$ cat src/rtl/busErrPkg.sv
package busErrPkg;

  typedef enum logic [1:0] {
    CAUSE_OTHER   = 2'd0,
    CAUSE_TIMEOUT = 2'd1,
    CAUSE_REMOTE  = 2'd2,
    CAUSE_PARITY  = 2'd3
  } errCause_e;

  localparam int BYTE_W  = 8;
  localparam int FLAG_W  = 3;
  localparam int CLR_BIT = 4;   // self-clearing write-one bit in the status byte

  // flag vector order: [2] parity, [1] remote, [0] time-out -> status bits 7..5
  typedef struct packed {
    logic              capture;   // error strobe seen, load newFlags
    logic [FLAG_W-1:0] newFlags;  // decoded one-hot (or zero) flag image
    logic              swClear;   // software clear write
  } flagCtrl_t;

endpackage

$ cat src/rtl/busErrCtrl.sv
module busErrCtrl
  import busErrPkg::*;
#(
  parameter int ADDR_W  = 3,
  parameter int NUM_CFG = 3,
  localparam int IDX_W  = $clog2(NUM_CFG + 1)
) (
  input  logic              clk,
  input  logic              rst,
  input  logic              errStrobe,
  input  logic [1:0]        errCause,
  input  logic [ADDR_W-1:0] regAddr,
  input  logic              regWrEn,
  input  logic [BYTE_W-1:0] regWrData,
  output flagCtrl_t         ctl,
  output logic              rdMapped,
  output logic [IDX_W-1:0]  rdIdx
);

  errCause_e causeCode;
  logic      statusHit;

  assign causeCode = errCause_e'(errCause);
  assign statusHit = (regAddr == '0);

  always_comb begin
    ctl = '0;
    ctl.capture = errStrobe;
    if (errStrobe) begin
      unique case (causeCode)
        CAUSE_TIMEOUT: ctl.newFlags = 3'b001;
        CAUSE_REMOTE:  ctl.newFlags = 3'b010;
        CAUSE_PARITY:  ctl.newFlags = 3'b100;
        default:       ctl.newFlags = 3'b000;
      endcase
    end
    ctl.swClear = regWrEn && statusHit && regWrData[CLR_BIT];
  end

  assign rdMapped = (int'(regAddr) <= NUM_CFG);
  assign rdIdx    = regAddr[IDX_W-1:0];

  // the decoded image never names more than one source
  p_decode_onehot_r4: assert property (@(posedge clk) disable iff (rst)
    $onehot0(ctl.newFlags));

  // a write with the clear bit low never asks for a clear
  p_no_clear_on_zero_r5: assert property (@(posedge clk) disable iff (rst)
    (regWrEn && !regWrData[CLR_BIT]) |-> !ctl.swClear);

endmodule

$ cat src/rtl/busErrDatapath.sv
module busErrDatapath
  import busErrPkg::*;
#(
  parameter int NUM_CFG = 3,
  localparam int IDX_W  = $clog2(NUM_CFG + 1),
  localparam int STRAP_W = NUM_CFG * BYTE_W
) (
  input  logic               clk,
  input  logic               rst,
  input  flagCtrl_t          ctl,
  input  logic               rdMapped,
  input  logic [IDX_W-1:0]   rdIdx,
  input  logic [STRAP_W-1:0] strapIn,
  output logic [FLAG_W-1:0]  flagsQ,
  output logic [BYTE_W-1:0]  rdData
);

  logic [BYTE_W-1:0] cfgQ [NUM_CFG];
  logic [BYTE_W-1:0] statusByte;
  logic [BYTE_W-1:0] rdNext;

  // error capture has priority over the software clear
  always_ff @(posedge clk) begin
    if (rst)              flagsQ <= '0;
    else if (ctl.capture) flagsQ <= ctl.newFlags;
    else if (ctl.swClear) flagsQ <= '0;
  end

  // configuration bytes follow the straps only while reset is held
  for (genvar g = 0; g < NUM_CFG; g++) begin : g_cfg
    always_ff @(posedge clk) begin
      if (rst) cfgQ[g] <= strapIn[g*BYTE_W +: BYTE_W];
    end

    // frozen once reset is gone
    p_cfg_frozen_r9: assert property (@(posedge clk) disable iff (rst)
      !rst |=> $stable(cfgQ[g]));
  end

  assign statusByte = {flagsQ, 1'b0, 4'b0000};

  always_comb begin
    rdNext = '0;
    if (rdMapped) begin
      if (rdIdx == '0) rdNext = statusByte;
      for (int k = 0; k < NUM_CFG; k++) begin
        if (int'(rdIdx) == k + 1) rdNext = cfgQ[k];
      end
    end
  end

  always_ff @(posedge clk) begin
    if (rst) rdData <= '0;
    else     rdData <= rdNext;
  end

  // a capture always lands, whatever the clear request
  p_capture_wins_r6: assert property (@(posedge clk) disable iff (rst)
    ctl.capture |=> flagsQ == $past(ctl.newFlags));

endmodule

$ cat src/rtl/busErrCapture.sv
module busErrCapture
  import busErrPkg::*;
#(
  parameter int ADDR_W  = 3,
  parameter int NUM_CFG = 3
) (
  input  logic                      clk,
  input  logic                      rst,
  input  logic                      errStrobe,
  input  logic [1:0]                errCause,
  input  logic [ADDR_W-1:0]         regAddr,
  input  logic                      regWrEn,
  input  logic [7:0]                regWrData,
  output logic [7:0]                regRdData,
  input  logic [NUM_CFG*8-1:0]      strapIn
);

  localparam int IDX_W = $clog2(NUM_CFG + 1);

  flagCtrl_t         ctl;
  logic              rdMapped;
  logic [IDX_W-1:0]  rdIdx;
  logic [FLAG_W-1:0] flags;

  busErrCtrl #(.ADDR_W(ADDR_W), .NUM_CFG(NUM_CFG)) ctrl_i (
    .clk(clk), .rst(rst), .errStrobe(errStrobe), .errCause(errCause),
    .regAddr(regAddr), .regWrEn(regWrEn), .regWrData(regWrData),
    .ctl(ctl), .rdMapped(rdMapped), .rdIdx(rdIdx)
  );

  busErrDatapath #(.NUM_CFG(NUM_CFG)) dp_i (
    .clk(clk), .rst(rst), .ctl(ctl), .rdMapped(rdMapped), .rdIdx(rdIdx),
    .strapIn(strapIn), .flagsQ(flags), .rdData(regRdData)
  );

  p_timeout_r1: assert property (@(posedge clk) disable iff (rst)
    (errStrobe && errCause == 2'd1) |=> flags == 3'b001);

  p_remote_r2: assert property (@(posedge clk) disable iff (rst)
    (errStrobe && errCause == 2'd2) |=> flags == 3'b010);

  p_parity_r3: assert property (@(posedge clk) disable iff (rst)
    (errStrobe && errCause == 2'd3) |=> flags == 3'b100);

  p_other_r4: assert property (@(posedge clk) disable iff (rst)
    (errStrobe && errCause == 2'd0) |=> flags == 3'b000);

  p_sw_clear_r5: assert property (@(posedge clk) disable iff (rst)
    (!errStrobe && regWrEn && regAddr == '0 && regWrData[4]) |=> flags == 3'b000);

  p_hold_r10: assert property (@(posedge clk) disable iff (rst)
    (!errStrobe && !(regWrEn && regAddr == '0)) |=> $stable(flags));

  p_low_bits_r7: assert property (@(posedge clk) disable iff (rst)
    $past(regAddr) == '0 |-> regRdData[4:0] == 5'b0);

  p_unmapped_r11: assert property (@(posedge clk) disable iff (rst)
    (int'(regAddr) > NUM_CFG) |=> regRdData == 8'h00);

  p_latency_r12: assert property (@(posedge clk) disable iff (rst)
    regAddr == '0 |=> regRdData[7:5] == $past(flags));

endmodule

$ cat config.mk
export PLATFORM = sky130hd
export DESIGN_NAME = busErrCapture
export DESIGN_NICKNAME = d
export VERILOG_FILES = /design/src/rtl/busErrPkg.sv /design/src/rtl/busErrCtrl.sv /design/src/rtl/busErrDatapath.sv /design/src/rtl/busErrCapture.sv
export SDC_FILE = /design/constraint.sdc
export NUM_CORES = 1
export LEC_CHECK = 0
export ABC_AREA = 1
export BUFFER_PORTS_ARGS = -buffer_cell sky130_fd_sc_hd__buf_2
export CAP_MARGIN = 5
export CORE_MARGIN = 2
export CORE_UTILIZATION = 39
export CTS_BUF_LIST = sky130_fd_sc_hd__clkbuf_4 sky130_fd_sc_hd__clkbuf_8
export CTS_CLUSTER_SIZE = 12
export DETAILED_ROUTE_END_ITERATION = 12
export PLACE_DENSITY = 0.64
export SKIP_LAST_GASP = 1
export SLEW_MARGIN = 20
export SYNTH_ARGS = -nofsm -noshare
export SYNTH_HDL_FRONTEND = slang
export SYNTH_SLANG_ARGS = --single-unit
$ cat constraint.sdc
create_clock -name clk -period 1.3 [get_ports clk]
set_input_delay 0.13 -clock clk [delete_from_list [all_inputs] [get_ports clk]]
set_output_delay 0.13 -clock clk [all_outputs]
set_load 0.05 [all_outputs]
Word level (Yosys, flattened, before mapping):

Memory sizes are Yosys's and may differ from the RTL's.
Index checks and enable logic that the tools add are counted.

* $add $sub $neg: 0
* $mul: 0
* div/mod/pow operators: 0
* $lt $le $gt $ge: 1
* equal/unequal tests: 6
* shifts and indexed selects: 0
* multiplexer cells: 9
* bitwise operators: 1
* reductions and logical operators: 6

Operators with widths (count)
* 2-to-1 mux 8 bit: 4
* case mux 3 bit (3 select lines): 1
* equality test 2 bit (second input constant): 4
* 2-to-1 mux 3 bit: 2
* equality test 2 x 1 -> 1 bit (second input constant): 2
* less-or-equal comparator 3 x 2 -> 1 bit (second input constant): 1
* zero test 3 bit: 1
* logical AND 1 bit: 2
* zero test 2 bit: 1
* 2-to-1 mux 1 bit: 2
* nonzero test 2 bit: 1
* OR reduction 2 bit: 1
* NOT 1 bit: 1

* flip-flop bits (word level): 11
* bits in latches: 0
* memory bits (writable): 24
* memory bits (read-only): 0
* input bits: 41
* output and inout port bits: 8
* logic and storage cells: 26
* memories: 1

Memories
* dp_i.cfgQ: depth 3, bits a word 8, read ports 3, clocked after Yosys merged registers in 0, wr ports 3, line busErrDatapath.sv:18 `logic [BYTE_W-1:0] cfgQ [NUM_CFG];`

Longest topological paths before layout:

Gate-level depths: netlist of run 1.

* depth in word-level cells: 5
* depth in mapped cells: 6
* depth with buffers taken out: 6

Cells and area by module:

A second synthesis of run 1 with hierarchy kept.

* cells, all modules: 125
* area total of the unflattened synthesis: 1368.8 um2

By module, submodules not included
* busErrDatapath: instances 1, cells an instance 110, area each 1295.0 um2, sequential area each 940.9 um2
* busErrCtrl: instances 1, cells an instance 15, area each 73.8 um2, sequential area each 0.0 um2

Least setup slack after synthesis of run 1:

Ideal clock, no wire load.

* path kind: register to output
* start point: register dp_i.rdData[0]
* end point: output port regRdData[0]
* arrival time: 0.587 ns
* data required time: 1.170 ns
* slack: 0.583 ns
* cell stages (with the launch flop): 1
* cell sequence: dfxtp_1

RTL lines
* start: declaration: line busErrDatapath.sv:15 `output logic [BYTE_W-1:0] rdData`
* start signal: assignment: line busErrDatapath.sv:54 `else rdData <= rdNext;`
* end: declaration: line busErrCapture.sv:14 `output logic [7:0] regRdData,`

No word-level cell between the ends.

Worst setup path in the final report of run 1:

* start point: register dp_i.rdData[5]
* end point: output port regRdData[5]

No word-level cell between the ends.

==> results of run 1 <==
-- power breakdown --
part,switching (mW),internal [mW]
clock,0.323,0.278
combinational,0.139,0.123
sequential,0.0206,1.27
total,0.482,1.67
-- registers in the layout, summed over array words and instances, names as in the netlist --
name	count
dp_i.flagsQ	3
dp_i.rdData	8
dp_i.cfgQ	24
-- layer usage --
| metal | vias up | GRT usage | part of all wire |
|---|---|---|---|
| li1 | 514 | - | - |
| met1 | 463 | 0.175 | 0.40 |
| met2 | 26 | 0.289 | 0.55 |
| met3 | 4 | 0.0504 | 0.033 |
| met4 | 0 | 0.0839 | 0.016 |
| met5 | - | 0 | 0 |
-- worst max path at each step --
| stage | slack [ns] | to | depth (start not counted) | start |
|---|---|---|---|---|
| 2_1_floorplan | 0.58 | regRdData[0] | 0 | dp_i.rdData[0] |
| 3_3_place_gp | 0.34 | dp_i.rdData[7] | 5 | rst |
| 3_5_place_dp | 0.33 | dp_i.rdData[7] | 5 | rst |
| 4_1_cts | 0.25 | regRdData[1] | 1 | dp_i.rdData[1] |
| 5_1_grt | 0.23 | regRdData[2] | 1 | dp_i.rdData[2] |
| 6_report | 0.28 | regRdData[5] | 1 | dp_i.rdData[5] |
-- stage by stage --
step | instances | util
floorplan | 111 | -
global placement | 199 | 0.506
detailed placement | 199 | 0.506
CTS | 231 | 0.603
global route | 231 | 0.603
finish | 231 | 0.603
-- cell usage in the layout (no fill, tap or decap) --
master	count
nand3_1	10
buf_4	3
dlygate4sd3_1	24
a21oi_1	3
edfxtp_1	24
dfxtp_1	11
nor2_1	2
nand4_1	3
buf_2	41
nand3_2	1
or2_2	1
clkbuf_4	8
nor2_4	2
inv_1	12
inv_2	4
nand2_1	38
-- worst min-delay path, stage by stage --
cell	delay (ns)
buf_2	0.12
nand2_1	0.06
a21oi_1	0.05
-- cells by family (layout without fill, tap and decap cells) --
family,count (synthesis),in the layout,share of synthesized area
AOI/OAI and AO/OA,3,3,0.0118
buffers and inverters,16,92,0.0471
DFF,35,35,0.739
and+or+nand+nor,57,57,0.202
-- final cells by class --
cell class,instances,area [um2]
Inverter,16,60.1
Sequential cell,35,941
Fill cell,278,1220
Multi-Input combinational cell,60,273
Tap cell,44,55.1
Clock buffer,8,60.1
Timing Repair Buffer,68,468
==> reports/results.tsv, run 1 <==
stage	metric	value	unit
global_route	grt_pass1_wl	4.24	mm
die	die_h	61.2	um
drt	drt-pass1-iter-count	4	
status	status	completed	
flow_run	drv_cap	0	
die	start_util	0.414	
global_route	antenna_found_initial	0	
critical_path	critPathRequiredTime	1.17	ns
synth	synth_largest_area_cell	edfxtp_1	
synth	yosys_warnings	0	
synth	syn_inst	111	
sta	setup_viol	0	
sta	holdWs	0.0863	ns
layout	num_antenna_cells	0	
critical_path	critPathBufInv	1	
global_route	grt.overflow.total	0	
cts	postCtsResizedCells	0	
layout	finalInstanceArea	1860	um2
critical_path	crit_path_start_kind	flip-flop	
placement	port-buffer-count	41	
drt	wl_per_cell	11.0	um
placement	place_congestion	0.741	
sta	fin_crit	1.02	ns
critical_path	ff2ff_setup_slack	0.54	ns
layout	nets	227	
synth	synth_area_leaders	edfxtp_1 (57%), dfxtp_1 (17%), nand2_1 (11%)	
drt	ant_nets	0	
placement	dpl.hpwl	1.73	mm
layout	layout-drive-gt1-share	0.321	
synth	netlist_top_cells_count	nand2_1 (38), edfxtp_1 (24), inv_1 (12), dfxtp_1 (11), nand3_1 (10)	
power_and_ir_drop	total_power	2.15	mW
critical_path	cp_top_family	flip-flops	
power_and_ir_drop	vdd_drop_max	656	uV
sta	fin_crit_sh	0.785	
cts	insertion_delay	0.32	ns
cts	postCtsSetupBuffers	0	
hold_path	hold_path_class	input port to flip-flop	
critical_path	crit_path_max_fanout	1	
synth	synth.yosys.seq_area_share	0.739	
critical_path	max_stage_delay	0.31	ns
critical_path	cpMaxStageDelayCell	dfxtp_1	
drt	num_vias	1007	
cts	clk_pin_slew_worst_paths	0.09	ns
power_and_ir_drop	leakage	0.868	nW
critical_path	worst_setup_path_end_kind	primary output	
sta	hold_viol	0	
sta	rsz0062_at_grt	false	
hold_path	holdPathStages	3	
drt	first_iter_violations	25	
hold_path	min-delay-start	errStrobe	
synth	async_flop_share	0	
critical_path	r2r-start	dp_i.cfgQ[0][6]	
synth	synth.top_cell.area_share	0.566	
synth	synth_nets	152	
global_route	grt_max_degree	14	
power_and_ir_drop	p_per_area	1160	nW/um2
placement	place_area	1560	um2
sta	finalWorstSetupSlack	0.280	ns
drt	drc_errors	0	
critical_path	arrival	0.89	ns
synth	syn_area	1270	um2
synth	ys_ff_latch	35	
critical_path	ff2ff_path_depth	4	
sta	drv_slew	0	
synth	avgSynthCellArea	11.5	um2
die	dieArea	3740	um2
cts	numCtsBuffers	5	
synth	ys.flop_type	edfxtp_1	
sta	tightest_slew	0.302	ns
die	rows	20	
cts	cts_root_buf	clkbuf_4	
critical_path	critical_path_class	flip-flop to primary output	
cts	tritoncts	done	
hold_path	hold-path-endpoint	dp_i.flagsQ[1]	
synth	synth.most_common_cell	nand2_1	
cts	holdBufCountCts	24	
critical_path	r2r-end	dp_i.rdData[6]	
synth	yosysUniqueCellTypes	12	
critical_path	path_cells	buf_2	
cts	cts.htree.levels	2	
layout	area_delta_synth_final	45.8	%
die	die_w	61.2	um
sta	clock.fmax	980	MHz
synth	synth_edf_count	24	
drt	via_per_inst	4.36	
die	core	3080	um2
die	io_pins	49	
cts	clk_path_buf_depth	2	
global_route	grt.total_usage	0.163	
cts	clock-sinks	35	
sta	fin_skew	0.00250	ns
drt	drt_wl_total	2.54	mm
sta	timing.slew.headroom	0.798	
global_route	first_global_vias	993	
sta	setup_tns	0	ns
placement	place_ws	0.329	ns
Power figures use the tool's default switching activity.
==> inputs of run 2 (changes only) <==
--- a/config.mk
+++ b/config.mk
@@ -13,7 +13,7 @@
 export CTS_BUF_LIST = sky130_fd_sc_hd__clkbuf_4 sky130_fd_sc_hd__clkbuf_8
 export CTS_CLUSTER_SIZE = 12
 export DETAILED_ROUTE_END_ITERATION = 12
-export PLACE_DENSITY = 0.64
+export PLACE_DENSITY = 0.67
 export SKIP_LAST_GASP = 1
 export SLEW_MARGIN = 20
 export SYNTH_ARGS = -nofsm -noshare
==> constraint.sdc (replaced) <==
create_clock -name clk -period 0.9 [get_ports clk]
set_input_delay 0.09 -clock clk [delete_from_list [all_inputs] [get_ports clk]]
set_output_delay 0.09 -clock clk [all_outputs]
set_load 0.05 [all_outputs]
==> reports/results.tsv, run 2 (synthesis results as in run 1) <==
stage	metric	value	unit	change
placement	port-buffer-count	41		unchanged
critical_path	cp-startpoint	dp_i.rdData[3]		
layout	top_regs	dp_i.cfgQ: 24 flops, dp_i.rdData: 8 flops, dp_i.flagsQ: 3 flops		
global_route	antenna_found_initial	0		unchanged
layout	nFillCells	242		-13%
hold_path	min-delay-start	errCause[1]		
cts	clk_pin_slew_worst_paths	0.11	ns	+0.02 ns
global_route	grt_max_degree	14		unchanged
drt	first_iter_violations	39		+56%
placement	dpl.hpwl	1.75	mm	+1.3%
sta	fin_crit_sh	1.03		
layout	layout-drive-gt1-share	0.362		+0.0408
status	status	finished with violations		
critical_path	crit_path_start_kind	flip-flop		
layout	num_antenna_cells	0		unchanged
drt	drt_wl_total	2.76	mm	+8.7%
power_and_ir_drop	total_power	3.38	mW	+57%
critical_path	critPathRequiredTime	0.81	ns	-0.36 ns
sta	clock.fmax	1080	MHz	
cts	insertion_delay	0.34	ns	+0.02 ns
critical_path	r2r-start	dp_i.cfgQ[0][7]		
sta	fin_skew	0.00124	ns	-0.00126 ns
cts	numCtsBuffers	5		unchanged
drt	via_per_inst	4.41		+1.2%
layout	utilization	0.639		+0.0358
critical_path	path_cells	buf_8		
cts	tritoncts	done		
flow_run	drv_cap	0		unchanged
global_route	first_global_vias	1044		+5.1%
hold_path	hold_path_class	input port to flip-flop		
layout	area_delta_synth_final	54.4	%	
sta	drv_slew	0		unchanged
drt	num_vias	1023		+1.6%
layout	layout_commonest_cell	nand2_1		
layout	largest_reg_flops	24		unchanged
cts	clock-sinks	35		unchanged
critical_path	cp_top_family	flip-flops		
die	die_w	61.2	um	unchanged
global_route	grt.total_usage	0.171		+0.00724
layout	finalInstanceArea	1970	um2	+5.9%
sta	hold_viol	0		unchanged
layout	largest_register	dp_i.cfgQ		
power_and_ir_drop	leakage	0.897	nW	+3.3%
die	core	3080	um2	unchanged
critical_path	cpMaxStageDelayCell	dfxtp_2		
cts	cts_root_buf	clkbuf_4		
status	failed_checks	negative setup slack		
layout	final_cell_mix	nand2_1 (38), buf_2 (33), edfxtp_1 (24), dlygate4sd3_1 (24), inv_1 (12)		
sta	rsz0062_at_grt	true		
power_and_ir_drop	p_per_area	1720	nW/um2	+48%
critical_path	crit_path_max_fanout	1		unchanged
power_and_ir_drop	vdd_drop_max	1140	uV	+74%
global_route	grt_pass1_wl	4.34	mm	+2.5%
die	start_util	0.414		unchanged
drt	drt-pass1-iter-count	4		unchanged
sta	tightest_slew	0.228	ns	-0.0743 ns
cts	clk_path_buf_depth	2		unchanged
drt	ant_nets	0		unchanged
cts	cts.htree.levels	2		unchanged
sta	setup_viol	8		+8
global_route	grt.overflow.total	0		unchanged
critical_path	worst_setup_path_end_kind	primary output		
die	die_h	61.2	um	unchanged
critical_path	critPathBufInv	1		unchanged
sta	timing.slew.headroom	0.848		+0.0499
critical_path	arrival	0.84	ns	-0.05 ns
placement	place_area	1560	um2	+0.48%
sta	fin_crit	0.927	ns	
placement	place_congestion	0.885		+20%
die	dieArea	3740	um2	unchanged
drt	drc_errors	0		unchanged
die	io_pins	49		unchanged
critical_path	critical_path_class	flip-flop to primary output		
layout	nets	228		+0.44%
drt	wl_per_cell	11.9	um	+8.2%
critical_path	max_stage_delay	0.35	ns	+0.04 ns
sta	finalWorstSetupSlack	-0.0272	ns	-0.307 ns
die	rows	20		unchanged
==> run 2: cell count changes in the layout (fill, tap and decap cells not counted) <==
cell,previous run,this run
dfxtp_2,0,8
buf_2,41,33
clkinv_1,0,1
buf_6,0,1
clkinv_2,0,1
bufinv_16,0,1
dfxtp_1,11,3
buf_4,3,4
clkbuf_4,8,5
buf_8,0,7
==> run 2: worst paths after layout <==
path | endpoint | slack, ns | depth (start not counted)
max | regRdData[3] | -0.03 | 1
min reg2reg | dp_i.flagsQ[1] | 0.48 | 2
min | dp_i.flagsQ[2] | 0.04 | 3
max reg2reg | dp_i.rdData[7] | 0.13 | 4
==> run 2: what timing repair did <==
action	CTS	global route
endpoints found under the hold margin	24	0
gates resized for setup	26	5
setup buffers	0	0
setup endpoints to repair	8	8
hold buffers	24	0
==> run 2: final cells by class <==
| class | instances | area, um2 | area share |
|---|---|---|---|
| Inverter | 16 | 60.1 | 0.0305 |
| Clock buffer | 5 | 37.5 | 0.0191 |
| Sequential cell | 35 | 951 | 0.483 |
| Multi-Input combinational cell | 60 | 273 | 0.139 |
| Timing Repair Buffer | 69 | 552 | 0.281 |
| Tap cell | 44 | 55.1 | 0.0280 |
| Clock inverter | 3 | 38.8 | 0.0197 |
==> run 2: power breakdown <==
group | switching [mW] | internal, mW | total (mW)
clock network | 0.519 | 0.571 | 1.09
logic | 0.205 | 0.211 | 0.417
registers | 0.0353 | 1.84 | 1.87
total | 0.760 | 2.62 | 3.38
==> run 2: routing by layer <==
metal / up-vias / share of wire / global-route usage
met5: - / 0 / 0
met3: 7 / 0.053 / 0.0567
met2: 34 / 0.55 / 0.312
met1: 468 / 0.37 / 0.168
li1: 514 / - / -
met4: 0 / 0.030 / 0.0932
==> run 2: through the flow <==
| step | setup TNS, ns | setup WS [ns] | hold slack, ns | instances |
|---|---|---|---|---|
| after global placement | 0 | 0.0742 | 0.267 | 200 |
| after global routing | -0.390 | -0.0691 | 0.00833 | 232 |
| final | -0.119 | -0.0272 | 0.0352 | 232 |
| after detailed placement | 0 | 0.0602 | 0.268 | 200 |
| after floorplan | 0 | 0.223 | 0.159 | 111 |
| after CTS | -0.196 | -0.0346 | 0.0199 | 232 |
